**src/rtl/sotx_pkg.sv**
```systemverilog
package sotx_pkg;
    typedef enum logic [1:0] {
        SH_IDLE  = 2'd0,
        SH_START = 2'd1,
        SH_DATA  = 2'd2,
        SH_STOP  = 2'd3
    } sh_state_t;

    localparam int START_LVL = 0;
    localparam int STOP_LVL  = 1;
endpackage

```
**src/rtl/sotx_hold_buf.sv**
```systemverilog
module sotx_hold_buf #(
    parameter int DATA_W = 8
) (
    input  logic              clk,
    input  logic              rst_n,
    input  logic              wr_en,
    input  logic [DATA_W-1:0] wr_data,
    input  logic              take,
    output logic              full,
    output logic [DATA_W-1:0] data
);
    // A write in the same cycle as a take queues the new byte; the take
    // consumes the byte that was held before the edge.
    always_ff @(posedge clk) begin
        if (!rst_n) begin
            full <= 1'b0;
            data <= '0;
        end else begin
            if (wr_en) begin
                data <= wr_data;
                full <= 1'b1;
            end else if (take) begin
                full <= 1'b0;
            end
        end
    end
endmodule

```
**src/rtl/sotx_bit_counter.sv**
```systemverilog
module sotx_bit_counter #(
    parameter int DATA_W = 8,
    localparam int CNT_W = (DATA_W > 1) ? $clog2(DATA_W) : 1
) (
    input  logic clk,
    input  logic rst_n,
    input  logic clr,
    input  logic inc,
    output logic last
);
    localparam logic [CNT_W-1:0] LAST_VAL = CNT_W'(DATA_W - 1);

    logic [CNT_W-1:0] cnt;

    always_ff @(posedge clk) begin
        if (!rst_n || clr) begin
            cnt <= '0;
        end else if (inc) begin
            cnt <= (cnt == LAST_VAL) ? '0 : cnt + 1'b1;
        end
    end

    assign last = (cnt == LAST_VAL);
endmodule

```
**src/rtl/sotx_shift_fsm.sv**
```systemverilog
module sotx_shift_fsm
    import sotx_pkg::*;
#(
    parameter int DATA_W = 8
) (
    input  logic              clk,
    input  logic              rst_n,
    input  logic              tick,
    input  logic              hold_full,
    input  logic [DATA_W-1:0] hold_data,
    input  logic              cnt_last,
    output logic              take,
    output logic              cnt_inc,
    output logic              txd,
    output logic              ready_evt,
    output logic              idle
);
    sh_state_t         st, st_nxt;
    logic [DATA_W-1:0] shreg;

    // State register, shift register and event register
    always_ff @(posedge clk) begin
        if (!rst_n) begin
            st        <= SH_IDLE;
            shreg     <= '0;
            ready_evt <= 1'b0;
        end else begin
            st        <= st_nxt;
            ready_evt <= take;
            if (take) begin
                shreg <= hold_data;
            end else if (cnt_inc) begin
                shreg <= shreg >> 1;
            end
        end
    end

    // Next state and control strobes
    always_comb begin
        st_nxt  = st;
        take    = 1'b0;
        cnt_inc = 1'b0;
        unique case (st)
            SH_IDLE: begin
                if (tick && hold_full) begin
                    take   = 1'b1;
                    st_nxt = SH_START;
                end
            end
            SH_START: begin
                if (tick) begin
                    st_nxt = SH_DATA;
                end
            end
            SH_DATA: begin
                if (tick) begin
                    cnt_inc = 1'b1;
                    if (cnt_last) begin
                        st_nxt = SH_STOP;
                    end
                end
            end
            SH_STOP: begin
                if (tick) begin
                    if (hold_full) begin
                        take   = 1'b1;
                        st_nxt = SH_START;
                    end else begin
                        st_nxt = SH_IDLE;
                    end
                end
            end
            default: st_nxt = SH_IDLE;
        endcase
    end

    // Line and idle decode from the state register
    always_comb begin
        txd  = 1'b1;
        idle = 1'b0;
        unique case (st)
            SH_IDLE:  begin txd = 1'b1; idle = 1'b1; end
            SH_START: txd = 1'(START_LVL);
            SH_DATA:  txd = shreg[0];
            SH_STOP:  txd = 1'(STOP_LVL);
            default:  begin txd = 1'b1; idle = 1'b1; end
        endcase
    end
endmodule

```
**src/rtl/serial_out_dbuf.sv**
```systemverilog
module serial_out_dbuf #(
    parameter int DATA_W = 8
) (
    input  logic              clk,
    input  logic              rst_n,
    input  logic              tick,
    input  logic              wr_en,
    input  logic [DATA_W-1:0] wr_data,
    output logic              txd,
    output logic              tx_ready,
    output logic              tx_done
);
    logic              hold_full;
    logic [DATA_W-1:0] hold_data;
    logic              take;
    logic              cnt_inc;
    logic              cnt_last;

    sotx_hold_buf #(.DATA_W(DATA_W)) u_hold (
        .clk     (clk),
        .rst_n   (rst_n),
        .wr_en   (wr_en),
        .wr_data (wr_data),
        .take    (take),
        .full    (hold_full),
        .data    (hold_data)
    );

    sotx_bit_counter #(.DATA_W(DATA_W)) u_cnt (
        .clk   (clk),
        .rst_n (rst_n),
        .clr   (take),
        .inc   (cnt_inc),
        .last  (cnt_last)
    );

    sotx_shift_fsm #(.DATA_W(DATA_W)) u_fsm (
        .clk       (clk),
        .rst_n     (rst_n),
        .tick      (tick),
        .hold_full (hold_full),
        .hold_data (hold_data),
        .cnt_last  (cnt_last),
        .take      (take),
        .cnt_inc   (cnt_inc),
        .txd       (txd),
        .ready_evt (tx_ready),
        .idle      (tx_done)
    );
endmodule

```
**config.mk**
```make
export PLATFORM = sky130hd
export DESIGN_NAME = serial_out_dbuf
export DESIGN_NICKNAME = d
export VERILOG_FILES = /design/src/rtl/sotx_pkg.sv /design/src/rtl/sotx_hold_buf.sv /design/src/rtl/sotx_bit_counter.sv /design/src/rtl/sotx_shift_fsm.sv /design/src/rtl/serial_out_dbuf.sv
export SDC_FILE = /design/constraint.sdc
export NUM_CORES = 1
export LEC_CHECK = 0
export BUFFER_PORTS_ARGS = -buffer_cell sky130_fd_sc_hd__buf_4
export CAP_MARGIN = 20
export CELL_PAD_IN_SITES_DETAIL_PLACEMENT = 1
export CELL_PAD_IN_SITES_GLOBAL_PLACEMENT = 2
export CORE_MARGIN = 4
export CORE_UTILIZATION = 29
export DETAILED_ROUTE_END_ITERATION = 7
export PLACE_DENSITY = 0.78
export SYNTH_ARGS = -nofsm -noshare
export SYNTH_HDL_FRONTEND = slang
export SYNTH_SLANG_ARGS = --single-unit
```
**constraint.sdc**
```tcl
create_clock -name clk -period 1.8 [get_ports clk]
set_input_delay 0.09 -clock clk [delete_from_list [all_inputs] [get_ports clk]]
set_output_delay 0.09 -clock clk [all_outputs]
set_load 0.1 [all_outputs]
```
=== Word level (Yosys, flattened, before mapping) ===
Index checks and enable logic that the tools add are counted.
W data, S select, Z words.

* Bits in registers: 23
* Input bits: 12
* Output and inout bits: 3
* Logic and storage cells: 44

* $add $sub $neg: 1
* Eq/ne operators: 9
* Muxes and demuxes: 20
* Reductions and logical operators: 8

{| class="wikitable"
|+ Operators by type and width
! cell !! count
|-
| $mux W8 || 2
|-
| $mux W2 || 5
|-
| $mux W1 || 9
|-
| $ne A2 B2 Y1 const B || 4
|-
| $pmux W2 S4 || 1
|-
| $reduce_and A5 Y1 || 1
|-
| $eq A2 B2 Y1 const B || 2
|-
| $reduce_bool A2 Y1 || 2
|-
| $add A3 B1 Y3 const B || 1
|-
| $eq A3 B3 Y1 const B || 1
|-
| $mux W3 || 1
|-
| $pmux W1 S3 || 1
|-
| $eq A2 B1 Y1 const B || 1
|-
| $logic_not A2 Y1 || 1
|-
| $ne A2 B1 Y1 const B || 1
|-
| $pmux W1 S2 || 1
|-
| $reduce_or A2 Y1 || 1
|-
| $logic_and A1 B1 Y1 || 1
|-
| $logic_not A1 Y1 || 1
|-
| $logic_or A1 B1 Y1 || 1
|}

=== Longest topological paths before layout ===
Gate-level depths: netlist of the first run.

* Word-level depth: 5
* Gate-level depth with buffers: 8
* Depth with buffers taken out: 6

=== Hierarchy ===
Synthesis of the first run repeated with hierarchy kept, for this count alone.

* Cells, all modules: 115
* Area, all modules: 1053.5 µm²

{| class="wikitable"
|+ Modules (own cells, without submodules)
! module !! instances !! cells each !! area an instance (µm²) !! seq. area each (µm²)
|-
| sotx_shift_fsm || 1 || 73 || 570.5 || 220.2
|-
| sotx_hold_buf || 1 || 28 || 335.3 || 180.2
|-
| sotx_bit_counter || 1 || 14 || 147.6 || 60.1
|}

=== Worst setup path after synthesis of the first run ===
OpenSTA, ideal clock, no wires.

* Path type: flip-flop to output port
* From: register u_fsm.st[0]
* To: output txd
* Arrival time: 2.305 ns
* Required time: 1.710 ns
* Setup slack: -0.595 ns
* Stages on the path, launching flop included: 6
* Path buffers: 1
* Cell sequence: dfxtp_1 -> inv_1 -> ha_1 -> buf_2 -> nand2_1 -> a21oi_1

* Longest elaborated chain between the ends: 3

{| class="wikitable"
|+ RTL lines
! item !! line !! source
|-
| start, declared || sotx_shift_fsm.sv:18 || <nowiki>sh_state_t st, st_nxt;</nowiki>
|-
| start signal, assigned || sotx_shift_fsm.sv:28 || <nowiki>st <= st_nxt;</nowiki>
|-
| $eq A2 B2 Y1 or $logic_not A2 Y1 (tied branches) || sotx_shift_fsm.sv:81 || <nowiki>unique case (st)</nowiki>
|-
| $reduce_or A2 Y1 (no source line) || n/a ||
|-
| $pmux W1 S3 (*) || sotx_shift_fsm.sv:81 ||
|-
| end, declared || serial_out_dbuf.sv:9 || <nowiki>output logic txd,</nowiki>
|}

Mark *: on every way between the ends. The rest lies on a longest branch, timed or not.

=== Final worst setup path of the first run ===
* From: register u_fsm.st[0]
* To: register u_fsm.st[0]

* Longest elaborated chain between the ends: 3

{| class="wikitable"
|+ RTL lines
! item !! line !! source
|-
| $eq A2 B2 Y1 (tied with other cells) || sotx_shift_fsm.sv:43 || <nowiki>unique case (st)</nowiki>
|-
| $ne A2 B2 Y1 (no source line) or $ne A2 B1 Y1 (tied branches) || n/a ||
|-
| $reduce_and A5 Y1 (no source line) || n/a ||
|}

Parallel ways exist; a longest one is shown, timed or not.
A chain may end at the register's enable or synchronous reset.

==> results of run 1 <==
-- cells by family after synthesis --
logic type,Yosys count,share of synthesized area (%)
mux,8,7.74
flops,23,44.5
simple gates,51,21.3
fa+ha+maj,7,8.46
buf+inv,11,5.92
compound gates,18,12.1
-- per-layer routing --
metal / track usage (%) / vias up / share of wire [%]
met4: 3.04 / 0 / 0.60
met5: 0 / - / 0
li1: - / 442 / -
met1: 14.0 / 428 / 45
met3: 3.99 / 2 / 3.5
met2: 20.2 / 11 / 51
-- placed cells by master (no fill, tap or decap) --
master	n
or3_4	1
nor2_1	20
buf_4	20
o32ai_2	1
inv_1	1
ha_2	1
a311oi_1	7
clkbuf_1	1
or3_1	1
ha_4	2
nand3_1	10
ha_1	4
inv_4	1
o21ai_0	1
a21oi_1	6
nor3b_1	1
dfxtp_4	2
clkinv_1	1
nor3_1	2
inv_2	1
clkbuf_4	3
mux2i_1	8
a21oi_2	2
and2b_2	1
nand2_1	15
dfxtp_1	21
a221o_1	1
-- cell usage after synthesis --
cell type	instances
dfxtp_1	23
nor2_1	20
nand2_1	15
nand3_1	10
a21oi_1	8
mux2i_1	8
a311oi_1	7
ha_1	7
inv_1	3
buf_2	2
clkbuf_1	2
nor3_1	2
or3_1	2
a221o_1	1
and2b_2	1
buf_1	1
buf_6	1
clkbuf_8	1
clkinv_1	1
nor3b_1	1
o21ai_0	1
o32ai_1	1
-- repair_timing --
action,CTS,global route
pin swaps,0,2
hold endpoints to repair,0,0
gates resized for setup,1,10
buffers inserted,0,0
endpoints found under the setup margin,1,3
-- final timing paths --
kind | endpoint | slack, ns | cells after the start
max | u_fsm.st[0] | 0.07 | 5
min | u_hold.data[1] | 0.01 | 3
max reg2reg | u_fsm.st[0] | 0.07 | 5
min reg2reg | u_cnt.cnt[2] | 0.47 | 2
-- power by group --
part           switching, mW  leakage [nW]  internal [mW]
registers             0.0515         0.190          0.579
clock network          0.150        0.0150         0.0864
logic                  0.457         0.324          0.243
total                  0.658         0.529          0.908
-- registers in the layout (all words and copies together) (netlist names) --
name	count
u_cnt.cnt	3
u_fsm.ready_evt	1
u_fsm.shreg	8
u_fsm.st	2
u_hold.data	8
u_hold.full	1
-- area by class of cell --
type,instances,area [um^2]
multi-input combinational,84,561
fill,397,2110
tap,46,57.6
sequential,23,468
inverter,4,17.5
timing repair buffer,20,150
clock buffer,4,26.3
-- stage by stage --
step / cell area, um^2 / total power [mW] / hold WS [ns] / util, % / setup TNS, ns
3_5_place_dp: 1210 / 1.29 / 0.334 / 35.8 / -0.00287
6_report: 1280 / 1.57 / 0.0107 / 37.8 / 0
2_1_floorplan: 1050 / 1.14 / 0.229 / - / 0
3_3_place_gp: 1210 / 1.27 / 0.325 / 35.8 / 0
5_1_grt: 1280 / 1.67 / 0.0000467 / 37.8 / -0.00801
4_1_cts: 1240 / 1.53 / 0.00551 / 36.6 / 0
-- critical path: stages, from the launching register on --
cell and delay [ns]:
dfxtp_4 0.39, ha_2 0.21, or3_4 0.38, a221o_1 0.40, a21oi_2 0.16, o32ai_2 0.09
==> flow_summary.html, run 1 <==
<table>
<tr><th>Metric</th><th>Value</th></tr>
<tr><th colspan="2">Status</th></tr>
<tr><td>Outcome</td><td>finished, final reports clean</td></tr>
<tr><th colspan="2">Clock tree</th></tr>
<tr><td>Clock slew at reported path FFs</td><td>0.12 ns</td></tr>
<tr><td>Clock tree root driver cell</td><td>clkbuf_4</td></tr>
<tr><td>Number of buffers created by CTS</td><td>3</td></tr>
<tr><td>CTS tree</td><td>done</td></tr>
<tr><td>Number of sinks on the clock net</td><td>23</td></tr>
<tr><td>Largest buffer count on any clock path</td><td>2</td></tr>
<tr><td>Max H-tree Level</td><td>1</td></tr>
<tr><td>Quantity of hold-fixing buffers added after cts</td><td>0</td></tr>
<tr><td>Clock network latency to the later pin of the worst-skew pair</td><td>a little over 0.3 ns</td></tr>
<tr><th colspan="2">Worst setup path</th></tr>
<tr><td>Critical setup path kind</td><td>register to register</td></tr>
<tr><td>Worst flop-to-flop path startpoint</td><td>u_fsm.st[0]</td></tr>
<tr><td>Peak fanout along the critical path</td><td>5</td></tr>
<tr><td>Critical Path Sink Type</td><td>register</td></tr>
<tr><td>Crit. Startpoint</td><td>u_fsm.st[0]</td></tr>
<tr><td>Worst Path Arrival</td><td>around 1.9 ns</td></tr>
<tr><td>Startpoint Class</td><td>register</td></tr>
<tr><td>Crit path required time</td><td>roughly 2 ns</td></tr>
<tr><th colspan="2">GRT</th></tr>
<tr><td>Vias in the first global route</td><td>915</td></tr>
<tr><td>Number of antenna violations at the first check in global routing</td><td>0</td></tr>
<tr><td>Sum of overflow across all layers after global routing</td><td>0</td></tr>
<tr><td>Largest net degree at the start of global routing</td><td>19</td></tr>
<tr><td>Wire length of the first global-routing pass</td><td>between 4 and 5 mm</td></tr>
<tr><td>Tot GR Track Use</td><td>11.8%</td></tr>
<tr><th colspan="2">Finish</th></tr>
<tr><td>Final Net Count</td><td>155</td></tr>
<tr><td>Number of diodes</td><td>0</td></tr>
<tr><td>Layout-stage area growth over the synthesis result</td><td>23.7%</td></tr>
<tr><td>Layout cells sized above 1</td><td>25.9%</td></tr>
<tr><td>Number of standard cells in the layout, taps in and fillers out</td><td>181</td></tr>
<tr><th colspan="2">STA</th></tr>
<tr><td>Max Clk Rate</td><td>577 MHz</td></tr>
<tr><td>Total of endpoints with negative setup slack in the final report</td><td>0</td></tr>
<tr><td>Shortest period the worst path allows</td><td>1.73 ns</td></tr>
<tr><td>Slack of the critical path</td><td>0.0677 ns</td></tr>
<tr><td>Slew Limit Fails</td><td>0</td></tr>
<tr><td>Worst Clk Skew</td><td>0.00500 ns</td></tr>
<tr><td>Final period utilization</td><td>96.2%</td></tr>
<tr><td>Hold Violations, Final</td><td>0</td></tr>
<tr><td>Relative max-transition margin</td><td>81.4%</td></tr>
<tr><td>Worst-Margin Slew</td><td>0.281 ns</td></tr>
<tr><th colspan="2">Power and ir drop</th></tr>
<tr><td>LEAKAGE</td><td>0.529 nW</td></tr>
<tr><td>Power Density</td><td>about 1200 nW/um^2</td></tr>
<tr><td>Peak ir drop on the vdd network</td><td>522 uV</td></tr>
<tr><th colspan="2">Place</th></tr>
<tr><td>Cell Count Post-Placement</td><td>between 150 and 200</td></tr>
<tr><td>Final HPWL DP</td><td>1.76 mm</td></tr>
<tr><td>GPL Wtd Cong</td><td>0.795</td></tr>
<tr><td>Worst setup slack after placement</td><td>-0.00287 ns</td></tr>
<tr><td>PortBufs</td><td>14</td></tr>
<tr><th colspan="2">Synth</th></tr>
<tr><td>Ranking of synthesized cells by area</td><td>dfxtp_1 (44%), ha_1 (8.5%), mux2i_1 (7.7%), nor2_1 (7.3%), a311oi_1 (5.9%)</td></tr>
<tr><td>Cell Area, Synth</td><td>1030 um^2</td></tr>
<tr><td>Netlist cell types</td><td>22</td></tr>
<tr><td>Synthesis warning total</td><td>0</td></tr>
<tr><td>Top cell type by total area after synthesis</td><td>dfxtp_1</td></tr>
<tr><td>Post-synthesis instance total</td><td>~120</td></tr>
<tr><td>Synth top area share</td><td>44.5%</td></tr>
<tr><td>Flops &amp; latches, synth</td><td>23</td></tr>
<tr><td>Synthesized netlist net count</td><td>137</td></tr>
<tr><td>Seq/Total Area, Yosys</td><td>approximately 44%</td></tr>
<tr><td>Syn_area_per_cell</td><td>about 9 um^2</td></tr>
<tr><th colspan="2">Flow run</th></tr>
<tr><td>Max-cap check violation count</td><td>0</td></tr>
<tr><th colspan="2">Detailed routing</th></tr>
<tr><td>Iter 0 DRT Violations</td><td>36</td></tr>
<tr><td>Detailed Routing Iterations Pass 1</td><td>3</td></tr>
<tr><td>DRT Wirelength</td><td>around 2.3 mm</td></tr>
<tr><td>Avg Vias per Cell</td><td>4.88</td></tr>
<tr><td>Remaining design rule violation count</td><td>0</td></tr>
<tr><td>Vias</td><td>~880</td></tr>
<tr><td>Antenna Nets Post-Route</td><td>0</td></tr>
<tr><td>WL/cell</td><td>12.9 um</td></tr>
<tr><th colspan="2">Floorplan</th></tr>
<tr><td>Initial core utilization</td><td>30.5%</td></tr>
<tr><td>Horizontal extent of the die</td><td>67.7 um</td></tr>
<tr><td>Floorplan Core Area</td><td>3390 um^2</td></tr>
<tr><td>Top Ports</td><td>15</td></tr>
<tr><td>DIE HEIGHT</td><td>67.7 um</td></tr>
<tr><td>Area enclosed by the die boundary</td><td>4590 um^2</td></tr>
<tr><td>Cell row count</td><td>21</td></tr>
<tr><th colspan="2">Hold path</th></tr>
<tr><td>Min-Delay Path Class</td><td>primary input to register</td></tr>
<tr><td>Min-delay src</td><td>wr_data[1]</td></tr>
</table>
(Power assumes the default switching activity.)
==> inputs of run 2 (changes only) <==
--- a/config.mk
+++ b/config.mk
@@ -5,14 +5,17 @@
 export SDC_FILE = /design/constraint.sdc
 export NUM_CORES = 1
 export LEC_CHECK = 0
+export ABC_AREA = 1
 export BUFFER_PORTS_ARGS = -buffer_cell sky130_fd_sc_hd__buf_4
 export CAP_MARGIN = 20
 export CELL_PAD_IN_SITES_DETAIL_PLACEMENT = 1
 export CELL_PAD_IN_SITES_GLOBAL_PLACEMENT = 2
 export CORE_MARGIN = 4
-export CORE_UTILIZATION = 29
+export CORE_UTILIZATION = 28
 export DETAILED_ROUTE_END_ITERATION = 7
-export PLACE_DENSITY = 0.78
+export GPL_ROUTABILITY_DRIVEN = 0
+export MAX_ROUTING_LAYER = met4
+export PLACE_DENSITY = 0.79
 export SYNTH_ARGS = -nofsm -noshare
 export SYNTH_HDL_FRONTEND = slang
 export SYNTH_SLANG_ARGS = --single-unit
==> flow_summary.html, run 2 <==
<table>
<tr><th>Metric</th><th>Value</th></tr>
<tr><th colspan="2">Status</th></tr>
<tr><td>Outcome</td><td>finished, final reports clean (unchanged)</td></tr>
<tr><th colspan="2">Detailed routing</th></tr>
<tr><td>DRT Wirelength</td><td>2.64 mm (was 2.33 mm)</td></tr>
<tr><td>Antenna Nets Post-Route</td><td>0 (unchanged)</td></tr>
<tr><td>Detailed Routing Iterations Pass 1</td><td>4 (was 3)</td></tr>
<tr><td>WL/cell</td><td>12.4 um (was 12.9 um)</td></tr>
<tr><td>Remaining design rule violation count</td><td>0 (unchanged)</td></tr>
<tr><td>Avg Vias per Cell</td><td>4.67 (was 4.88)</td></tr>
<tr><td>Iter 0 DRT Violations</td><td>31 (was 36)</td></tr>
<tr><td>Vias</td><td>991 (was 883)</td></tr>
<tr><th colspan="2">GRT</th></tr>
<tr><td>Sum of overflow across all layers after global routing</td><td>0 (unchanged)</td></tr>
<tr><td>Largest net degree at the start of global routing</td><td>17 (was 19)</td></tr>
<tr><td>Number of antenna violations at the first check in global routing</td><td>0 (unchanged)</td></tr>
<tr><td>Tot GR Track Use</td><td>11.9% (was 11.8%)</td></tr>
<tr><td>Vias in the first global route</td><td>1046 (was 915)</td></tr>
<tr><td>Wire length of the first global-routing pass</td><td>4.66 mm (was 4.04 mm)</td></tr>
<tr><th colspan="2">Synth</th></tr>
<tr><td>Most numerous cell types in the synthesized netlist</td><td>nand2_1 (39), dfxtp_1 (23), nand3_1 (19), a21oi_1 (16), inv_1 (14) (was dfxtp_1 (23), nor2_1 (20), nand2_1 (15), nand3_1 (10))</td></tr>
<tr><td>Post-synthesis async set-or-reset flop share</td><td>0% (unchanged)</td></tr>
<tr><td>Post-synthesis instance total</td><td>149 (was 118)</td></tr>
<tr><td>Synth top area share</td><td>42.1% (was 44.5%)</td></tr>
<tr><td>Top cell type by total area after synthesis</td><td>dfxtp_1 (unchanged)</td></tr>
<tr><td>Cell Area, Synth</td><td>1090 um^2 (was 1030 um^2)</td></tr>
<tr><td>Synth Flop Type</td><td>dfxtp_1 (unchanged)</td></tr>
<tr><td>Flops &amp; latches, synth</td><td>23 (unchanged)</td></tr>
<tr><td>Ranking of synthesized cells by area</td><td>dfxtp_1 (42%), nand2_1 (13%), nand3_1 (8.7%), ha_1 (8.0%), a21oi_1 (7.3%) (was dfxtp_1 (44%), ha_1 (8.5%), mux2i_1 (7.7%), nor2_1 (7.3%), a311oi_1 (5.9%))</td></tr>
<tr><td>Synthesis warning total</td><td>0 (unchanged)</td></tr>
<tr><td>Synthesized netlist net count</td><td>168 (was 137)</td></tr>
<tr><td>Syn_area_per_cell</td><td>7.35 um^2 (was 8.77 um^2)</td></tr>
<tr><td>Cell with the most instances after synthesis</td><td>nand2_1 (was dfxtp_1)</td></tr>
<tr><td>Netlist cell types</td><td>17 (was 22)</td></tr>
<tr><td>Seq/Total Area, Yosys</td><td>42.1% (was 44.5%)</td></tr>
<tr><td>Post-synth EDFFs</td><td>0 (unchanged)</td></tr>
<tr><th colspan="2">STA</th></tr>
<tr><td>Total of endpoints with negative setup slack in the final report</td><td>0 (unchanged)</td></tr>
<tr><td>Hold Violations, Final</td><td>0 (unchanged)</td></tr>
<tr><td>Slack of the critical path</td><td>0.0949 ns (was 0.0677 ns)</td></tr>
<tr><td>Slew Limit Fails</td><td>0 (unchanged)</td></tr>
<tr><td>Relative max-transition margin</td><td>76.4% (was 81.4%)</td></tr>
<tr><td>Final period utilization</td><td>94.7% (was 96.2%)</td></tr>
<tr><td>Worst Clk Skew</td><td>0.000702 ns (was 0.00500 ns)</td></tr>
<tr><td>Setup repair after global routing missed its margin</td><td>no</td></tr>
<tr><td>Max Clk Rate</td><td>586 MHz (was 577 MHz)</td></tr>
<tr><td>Worst-Margin Slew</td><td>0.354 ns (was 0.281 ns)</td></tr>
<tr><td>Sum of negative setup slack</td><td>0 ns (unchanged)</td></tr>
<tr><td>Shortest period the worst path allows</td><td>1.71 ns (was 1.73 ns)</td></tr>
<tr><th colspan="2">Finish</th></tr>
<tr><td>Final Net Count</td><td>184 (was 155)</td></tr>
<tr><td>Most frequent cells in the layout</td><td>nand2_1 (39), dfxtp_1 (23), nand3_1 (19) (was dfxtp_1 (21), nor2_1 (20), buf_4 (20))</td></tr>
<tr><td>Leading cell type in the layout, fill and taps excluded</td><td>nand2_1 (was dfxtp_1)</td></tr>
<tr><td>Fill cell count</td><td>477 (was 397)</td></tr>
<tr><td>Fraction of the core area covered by cells at the end of the flow</td><td>34.8% (was 37.8%)</td></tr>
<tr><td>Layout-stage area growth over the synthesis result</td><td>18.1% (was 23.7%)</td></tr>
<tr><td>Largest registers</td><td>u_fsm.shreg x8, u_hold.data x8, u_cnt.cnt x3 (unchanged)</td></tr>
<tr><td>Layout cells sized above 1</td><td>17.1% (was 25.9%)</td></tr>
<tr><td>Number of diodes</td><td>0 (unchanged)</td></tr>
<tr><th colspan="2">Hold path</th></tr>
<tr><td>Min-Delay Path Class</td><td>primary input to register (unchanged)</td></tr>
<tr><td>Hold Crit Endpoint</td><td>u_hold.data[7] (was u_hold.data[1])</td></tr>
<tr><td>Cell depth of the worst hold path</td><td>3 (unchanged)</td></tr>
<tr><td>Min-delay src</td><td>wr_data[7] (was wr_data[1])</td></tr>
<tr><th colspan="2">Worst setup path</th></tr>
<tr><td>R2R depth</td><td>7 (was 5)</td></tr>
<tr><td>Critical setup path kind</td><td>register to primary output (was register to register)</td></tr>
<tr><td>Startpoint Class</td><td>register (unchanged)</td></tr>
<tr><td>Cell class contributing the biggest share of worst-path delay</td><td>flip-flops (was compound AO/OA/AOI/OAI gates)</td></tr>
<tr><td>R2R Path End</td><td>u_fsm.shreg[0] (was u_fsm.st[0])</td></tr>
<tr><td>Critical Path Sink Type</td><td>primary output (was register)</td></tr>
<tr><td>Crit path largest cell delay</td><td>0.45 ns (was 0.40 ns)</td></tr>
<tr><td>Reg-to-reg setup timing slack</td><td>0.17 ns (was 0.07 ns)</td></tr>
<tr><td>Peak fanout along the critical path</td><td>6 (was 5)</td></tr>
<tr><td>Highest-delay cell along the critical path</td><td>dfxtp_1 (was a221o_1)</td></tr>
<tr><td>Count of buffer and inverter cells on the critical path</td><td>2 (was 0)</td></tr>
<tr><td>Worst flop-to-flop path startpoint</td><td>u_fsm.st[0] (unchanged)</td></tr>
<tr><td>Worst Path Arrival</td><td>1.62 ns (was 1.94 ns)</td></tr>
<tr><td>Cell breakdown of the critical path</td><td>inv_1 &gt; ha_2 &gt; a21oi_2 &gt; buf_4 (was ha_2 &gt; or3_4 &gt; a221o_1 &gt; a21oi_2 &gt; o32ai_2)</td></tr>
<tr><td>Crit path required time</td><td>1.71 ns (was 2.01 ns)</td></tr>
<tr><th colspan="2">Floorplan</th></tr>
<tr><td>Floorplan Core Area</td><td>3720 um^2 (was 3390 um^2)</td></tr>
<tr><td>Initial core utilization</td><td>29.5% (was 30.5%)</td></tr>
<tr><td>Cell row count</td><td>22 (was 21)</td></tr>
<tr><td>DIE HEIGHT</td><td>70.5 um (was 67.7 um)</td></tr>
<tr><td>Area enclosed by the die boundary</td><td>4970 um^2 (was 4590 um^2)</td></tr>
<tr><td>Top Ports</td><td>15 (unchanged)</td></tr>
<tr><td>Horizontal extent of the die</td><td>70.5 um (was 67.7 um)</td></tr>
<tr><th colspan="2">Clock tree</th></tr>
<tr><td>Clock network latency to the later pin of the worst-skew pair</td><td>0.26 ns (was 0.31 ns)</td></tr>
<tr><td>PostCTS Resize Cnt</td><td>0 (was 1)</td></tr>
<tr><td>Clock slew at reported path FFs</td><td>0.08 ns (was 0.12 ns)</td></tr>
<tr><td>Clock tree root driver cell</td><td>clkbuf_8 (was clkbuf_4)</td></tr>
<tr><td>Quantity of hold-fixing buffers added after cts</td><td>0 (unchanged)</td></tr>
<tr><td>Largest buffer count on any clock path</td><td>2 (unchanged)</td></tr>
<tr><td>Setup Fix Bufs, Post-CTS</td><td>0 (unchanged)</td></tr>
<tr><td>Max H-tree Level</td><td>1 (unchanged)</td></tr>
<tr><td>CTS tree</td><td>done (unchanged)</td></tr>
<tr><td>Number of buffers created by CTS</td><td>3 (unchanged)</td></tr>
<tr><td>Number of sinks on the clock net</td><td>23 (unchanged)</td></tr>
<tr><th colspan="2">Power and ir drop</th></tr>
<tr><td>Power, Total</td><td>1.62 mW (was 1.57 mW)</td></tr>
<tr><td>Peak ir drop on the vdd network</td><td>463 uV (was 522 uV)</td></tr>
<tr><td>Power Density</td><td>1260 nW/um^2 (was 1220 nW/um^2)</td></tr>
<tr><td>LEAKAGE</td><td>0.586 nW (was 0.529 nW)</td></tr>
<tr><th colspan="2">Place</th></tr>
<tr><td>Worst setup slack after placement</td><td>0.193 ns (was -0.00287 ns)</td></tr>
<tr><td>PortBufs</td><td>14 (unchanged)</td></tr>
<tr><td>Final HPWL DP</td><td>2.09 mm (was 1.76 mm)</td></tr>
<tr><th colspan="2">Flow run</th></tr>
<tr><td>Max-cap check violation count</td><td>0 (unchanged)</td></tr>
</table>
## run 2: final cells by class
cell class	count	area (um^2)	area share (%)
Sequential cell	23	460	35.6
Inverter	15	56.3	4.36
Timing Repair Buffer	14	105	8.13
Clock buffer	3	41.3	3.19
Clock inverter	1	5.00	0.387
Tap cell	48	60.1	4.65
Multi-Input combinational cell	108	564	43.7
## run 2: layer usage
layer	track usage, %	vias up	part of all wire [%]
met1	13.3	464	42
met4	4.59	0	1.5
li1	-	509	-
met3	2.13	5	2.3
met5	-	-	0
met2	21.0	13	54
## run 2: stage by stage
stage / hold slack [ns] / instances / instance area, um^2
finish: 0.0466 / 212 / 1290
global route: 0.0459 / 212 / 1290
CTS: 0.0453 / 212 / 1290
detailed placement: 0.320 / 208 / 1250
global placement: 0.315 / 208 / 1250
floorplan: 0.207 / 149 / 1100
## run 2: power by group
part	switching [mW]	total, mW	internal (mW)
registers	0.0462	0.620	0.573
clock network	0.170	0.325	0.155
logic	0.492	0.678	0.185
total	0.709	1.62	0.913
## run 2: worst max-delay path by stage
stage                     start        endpoint  slack [ns]  cells after the start
finish              u_fsm.st[0]             txd        0.09                      4
global route        u_fsm.st[0]  u_fsm.shreg[6]        0.04                      6
CTS                 u_fsm.st[0]             txd        0.09                      4
detailed placement  u_fsm.st[0]  u_fsm.shreg[7]        0.19                      6
global placement    u_fsm.st[0]  u_fsm.shreg[5]        0.31                      8
floorplan           u_fsm.st[0]     u_hold.full        0.02                      8
## run 2: worst register-to-register path, stage by stage (launching register included)
cell and delay (ns):
dfxtp_1 0.45, inv_1 0.12, ha_2 0.33, inv_1 0.18, nand2_4 0.16, nor2_1 0.19, nand2_1 0.09, nand2_1 0.06
## run 2: cell families (layout without fill, tap and decap cells)
group                      count (synthesis)  in the layout  synth area share (%)
and+or+nand+nor                           76             76                  31.2
AOI/OAI and AO/OA                         25             25                  11.8
DFF                                       23             23                  42.1
buffers and inverters                     18             33                  6.97
adders and majority gates                  7              7                  8.00
==> inputs of run 3 (changes only) <==
--- a/config.mk
+++ b/config.mk
@@ -5,17 +5,16 @@
 export SDC_FILE = /design/constraint.sdc
 export NUM_CORES = 1
 export LEC_CHECK = 0
-export ABC_AREA = 1
 export BUFFER_PORTS_ARGS = -buffer_cell sky130_fd_sc_hd__buf_4
 export CAP_MARGIN = 20
 export CELL_PAD_IN_SITES_DETAIL_PLACEMENT = 1
 export CELL_PAD_IN_SITES_GLOBAL_PLACEMENT = 2
 export CORE_MARGIN = 4
-export CORE_UTILIZATION = 28
+export CORE_UTILIZATION = 29
 export DETAILED_ROUTE_END_ITERATION = 7
 export GPL_ROUTABILITY_DRIVEN = 0
 export MAX_ROUTING_LAYER = met4
-export PLACE_DENSITY = 0.79
+export PLACE_DENSITY = 0.78
 export SYNTH_ARGS = -nofsm -noshare
 export SYNTH_HDL_FRONTEND = slang
 export SYNTH_SLANG_ARGS = --single-unit
==> flow_summary.html, run 3 (synthesis results as in run 1) <==
<table>
<tr><th>Metric</th><th>Value</th></tr>
<tr><th colspan="2">Status</th></tr>
<tr><td>Outcome</td><td>finished, final reports clean (unchanged)</td></tr>
<tr><th colspan="2">Power and ir drop</th></tr>
<tr><td>Int Pwr</td><td>0.908 mW (was 0.913 mW)</td></tr>
<tr><td>Fraction of power spent switching nets</td><td>42.1% (was 43.7%)</td></tr>
<tr><td>Power, Total</td><td>1.57 mW (was 1.62 mW)</td></tr>
<tr><td>Power Density</td><td>1220 nW/um^2 (was 1260 nW/um^2)</td></tr>
<tr><td>Fraction of power consumed by sequential logic</td><td>40.2% (was 38.2%)</td></tr>
<tr><td>Peak ir drop on the vdd network</td><td>524 uV (was 463 uV)</td></tr>
<tr><td>LEAKAGE</td><td>0.529 nW (was 0.586 nW)</td></tr>
<tr><td>Power share of the combinational group</td><td>44.7% (was 41.8%)</td></tr>
<tr><td>Switching power summed over all nets</td><td>0.659 mW (was 0.709 mW)</td></tr>
<tr><td>Relative contribution of the clock network to total power</td><td>15.1% (was 20.0%)</td></tr>
<tr><th colspan="2">Worst setup path</th></tr>
<tr><td>Worst flop-to-flop path startpoint</td><td>u_fsm.st[0] (unchanged)</td></tr>
<tr><td>Worst Path Arrival</td><td>1.94 ns (was 1.62 ns)</td></tr>
<tr><td>Highest-delay cell along the critical path</td><td>a221o_1 (was dfxtp_1)</td></tr>
<tr><td>R2R depth</td><td>5 (was 7)</td></tr>
<tr><td>Reg-to-reg setup timing slack</td><td>0.07 ns (was 0.17 ns)</td></tr>
<tr><td>R2R Path End</td><td>u_fsm.st[0] (was u_fsm.shreg[0])</td></tr>
<tr><td>Startpoint Class</td><td>register (unchanged)</td></tr>
<tr><td>Critical Path Sink Type</td><td>register (was primary output)</td></tr>
<tr><td>Count of buffer and inverter cells on the critical path</td><td>0 (was 2)</td></tr>
<tr><td>Crit path required time</td><td>2.01 ns (was 1.71 ns)</td></tr>
<tr><td>Number of gates on the worst path with buffers counted</td><td>5 (was 4)</td></tr>
<tr><td>Cell class contributing the biggest share of worst-path delay</td><td>compound AO/OA/AOI/OAI gates (was flip-flops)</td></tr>
<tr><td>Crit. Startpoint</td><td>u_fsm.st[0] (unchanged)</td></tr>
<tr><td>Cell breakdown of the critical path</td><td>ha_2 &gt; or3_4 &gt; a221o_1 &gt; a21oi_2 &gt; o32ai_2 (was inv_1 &gt; ha_2 &gt; a21oi_2 &gt; buf_4)</td></tr>
<tr><td>Critical setup path kind</td><td>register to register (was register to primary output)</td></tr>
<tr><td>Peak fanout along the critical path</td><td>5 (was 6)</td></tr>
<tr><td>Crit path largest cell delay</td><td>0.40 ns (was 0.45 ns)</td></tr>
<tr><th colspan="2">Clock tree</th></tr>
<tr><td>Quantity of hold-fixing buffers added after cts</td><td>0 (unchanged)</td></tr>
<tr><td>Number of sinks on the clock net</td><td>23 (unchanged)</td></tr>
<tr><td>Max H-tree Level</td><td>1 (unchanged)</td></tr>
<tr><td>Clock network latency to the later pin of the worst-skew pair</td><td>0.31 ns (was 0.26 ns)</td></tr>
<tr><td>Largest buffer count on any clock path</td><td>2 (unchanged)</td></tr>
<tr><td>Number of buffers created by CTS</td><td>3 (unchanged)</td></tr>
<tr><td>Clock slew at reported path FFs</td><td>0.12 ns (was 0.08 ns)</td></tr>
<tr><td>Clock tree root driver cell</td><td>clkbuf_4 (was clkbuf_8)</td></tr>
<tr><td>Setup Fix Bufs, Post-CTS</td><td>0 (unchanged)</td></tr>
<tr><td>CTS tree</td><td>done (unchanged)</td></tr>
<tr><th colspan="2">Place</th></tr>
<tr><td>Instance area at placement</td><td>1210 um^2 (was 1250 um^2)</td></tr>
<tr><td>PortBufs</td><td>14 (unchanged)</td></tr>
<tr><td>Cell Count Post-Placement</td><td>177 (was 208)</td></tr>
<tr><td>Final HPWL DP</td><td>1.76 mm (was 2.09 mm)</td></tr>
<tr><td>Worst setup slack after placement</td><td>-0.00287 ns (was 0.193 ns)</td></tr>
<tr><th colspan="2">GRT</th></tr>
<tr><td>Tot GR Track Use</td><td>12.1% (was 11.9%)</td></tr>
<tr><td>Vias in the first global route</td><td>911 (was 1046)</td></tr>
<tr><td>Wire length of the first global-routing pass</td><td>4.06 mm (was 4.66 mm)</td></tr>
<tr><td>Sum of overflow across all layers after global routing</td><td>0 (unchanged)</td></tr>
<tr><td>Number of antenna violations at the first check in global routing</td><td>0 (unchanged)</td></tr>
<tr><td>Largest net degree at the start of global routing</td><td>19 (was 17)</td></tr>
<tr><th colspan="2">Hold path</th></tr>
<tr><td>Cell depth of the worst hold path</td><td>3 (unchanged)</td></tr>
<tr><td>Min-delay src</td><td>wr_data[1] (was wr_data[7])</td></tr>
<tr><td>Hold Crit Endpoint</td><td>u_hold.data[1] (was u_hold.data[7])</td></tr>
<tr><td>Min-Delay Path Class</td><td>primary input to register (unchanged)</td></tr>
<tr><th colspan="2">Detailed routing</th></tr>
<tr><td>Vias</td><td>880 (was 991)</td></tr>
<tr><td>Iter 0 DRT Violations</td><td>34 (was 31)</td></tr>
<tr><td>WL/cell</td><td>12.9 um (was 12.4 um)</td></tr>
<tr><td>Detailed Routing Iterations Pass 1</td><td>4 (unchanged)</td></tr>
<tr><td>Remaining design rule violation count</td><td>0 (unchanged)</td></tr>
<tr><td>DRT Wirelength</td><td>2.34 mm (was 2.64 mm)</td></tr>
<tr><td>Antenna Nets Post-Route</td><td>0 (unchanged)</td></tr>
<tr><td>Avg Vias per Cell</td><td>4.86 (was 4.67)</td></tr>
<tr><th colspan="2">Flow run</th></tr>
<tr><td>Max-cap check violation count</td><td>0 (unchanged)</td></tr>
<tr><th colspan="2">STA</th></tr>
<tr><td>Final period utilization</td><td>96.2% (was 94.7%)</td></tr>
<tr><td>Post-Route Hold Slack</td><td>0.0111 ns (was 0.0466 ns)</td></tr>
<tr><td>Relative max-transition margin</td><td>81.4% (was 76.4%)</td></tr>
<tr><td>Slew Limit Fails</td><td>0 (unchanged)</td></tr>
<tr><td>Hold Violations, Final</td><td>0 (unchanged)</td></tr>
<tr><td>Max Clk Rate</td><td>577 MHz (was 586 MHz)</td></tr>
<tr><td>Shortest period the worst path allows</td><td>1.73 ns (was 1.71 ns)</td></tr>
<tr><td>Sum of negative setup slack</td><td>0 ns (unchanged)</td></tr>
<tr><td>Slack of the critical path</td><td>0.0677 ns (was 0.0949 ns)</td></tr>
<tr><td>Worst Clk Skew</td><td>0.00351 ns (was 0.000702 ns)</td></tr>
<tr><td>Worst-Margin Slew</td><td>0.281 ns (was 0.354 ns)</td></tr>
<tr><td>Total of endpoints with negative setup slack in the final report</td><td>0 (unchanged)</td></tr>
<tr><th colspan="2">Finish</th></tr>
<tr><td>Number of standard cells in the layout, taps in and fillers out</td><td>181 (was 212)</td></tr>
<tr><td>Final Net Count</td><td>155 (was 184)</td></tr>
<tr><td>Largest registers</td><td>u_fsm.shreg x8, u_hold.data x8, u_cnt.cnt x3 (unchanged)</td></tr>
<tr><td>Most frequent cells in the layout</td><td>dfxtp_1 (21), nor2_1 (20), buf_4 (20) (was nand2_1 (39), dfxtp_1 (23), nand3_1 (19))</td></tr>
<tr><td>Fill cell count</td><td>397 (was 477)</td></tr>
<tr><td>Design area</td><td>1280 um^2 (was 1290 um^2)</td></tr>
<tr><td>Leading cell type in the layout, fill and taps excluded</td><td>dfxtp_1 (was nand2_1)</td></tr>
<tr><td>Area of the multi-input gates</td><td>561 um^2 (was 564 um^2)</td></tr>
<tr><td>Sequential cell area</td><td>468 um^2 (was 460 um^2)</td></tr>
<tr><td>Layout cells sized above 1</td><td>25.9% (was 17.1%)</td></tr>
<tr><td>Fraction of the core area covered by cells at the end of the flow</td><td>37.8% (was 34.8%)</td></tr>
<tr><td>Layout-stage area growth over the synthesis result</td><td>23.7% (was 18.1%)</td></tr>
<tr><td>Number of diodes</td><td>0 (unchanged)</td></tr>
<tr><th colspan="2">Floorplan</th></tr>
<tr><td>Horizontal extent of the die</td><td>67.7 um (was 70.5 um)</td></tr>
<tr><td>Top Ports</td><td>15 (unchanged)</td></tr>
<tr><td>Initial core utilization</td><td>30.5% (was 29.5%)</td></tr>
<tr><td>Cell row count</td><td>21 (was 22)</td></tr>
<tr><td>Floorplan Core Area</td><td>3390 um^2 (was 3720 um^2)</td></tr>
<tr><td>DIE HEIGHT</td><td>67.7 um (was 70.5 um)</td></tr>
<tr><td>Area enclosed by the die boundary</td><td>4590 um^2 (was 4970 um^2)</td></tr>
</table>
[run 3: changes by cell type in the layout (fill, tap and decap cells not counted), sizes merged, moves of 8 or more]
cell   delta
nor2      +9
inv      -12
nand2    -29
nand3     -9
mux2i     +8
a21oi     -9
[run 3: timing repair]
item	in CTS	in global routing
endpoints found under the setup margin	1	3
pin swaps	0	2
endpoints found under the hold margin	0	0
resized for setup	1	10
[run 3: routing by layer]
metal / routed length, um / GRT usage, % / vias to the layer above
met1: 1050 / 14.0 / 425
met4: 16 / 3.04 / 0
li1: - / - / 442
met3: 83 / 3.99 / 2
met5: 0 / - / -
met2: 1190 / 20.2 / 11
[run 3: how the worst max path moves through the flow]
stage                        to  slack [ns]
floorplan                   txd        0.02
global placement    u_fsm.st[0]        0.12
detailed placement  u_fsm.st[0]      -0.003
CTS                 u_fsm.st[0]        0.01
global route        u_fsm.st[0]      -0.008
finish              u_fsm.st[0]        0.07
[run 3: cell type report]
type / count / area share, %
Multi-Input combinational cell: 84 / 43.8
Sequential cell: 23 / 36.6
Timing Repair Buffer: 20 / 11.7
Tap cell: 46 / 4.50
Clock buffer: 4 / 2.05
Inverter: 4 / 1.37
[run 3: worst register-to-register path, stage by stage (launching register included)]
cell and delay [ns]:
dfxtp_4 0.39, ha_2 0.21, or3_4 0.38, a221o_1 0.40
a21oi_2 0.16, o32ai_2 0.09
[run 3: power groups by stage]
stage          combinational, mW  sequential [mW]  clock, mW
2_1_floorplan              0.507            0.635          0
3_3_place_gp               0.643            0.624          0
3_5_place_dp               0.663            0.629          0
4_1_cts                    0.664            0.619      0.247
5_1_grt                    0.757            0.639      0.278
6_report                   0.700            0.630      0.237
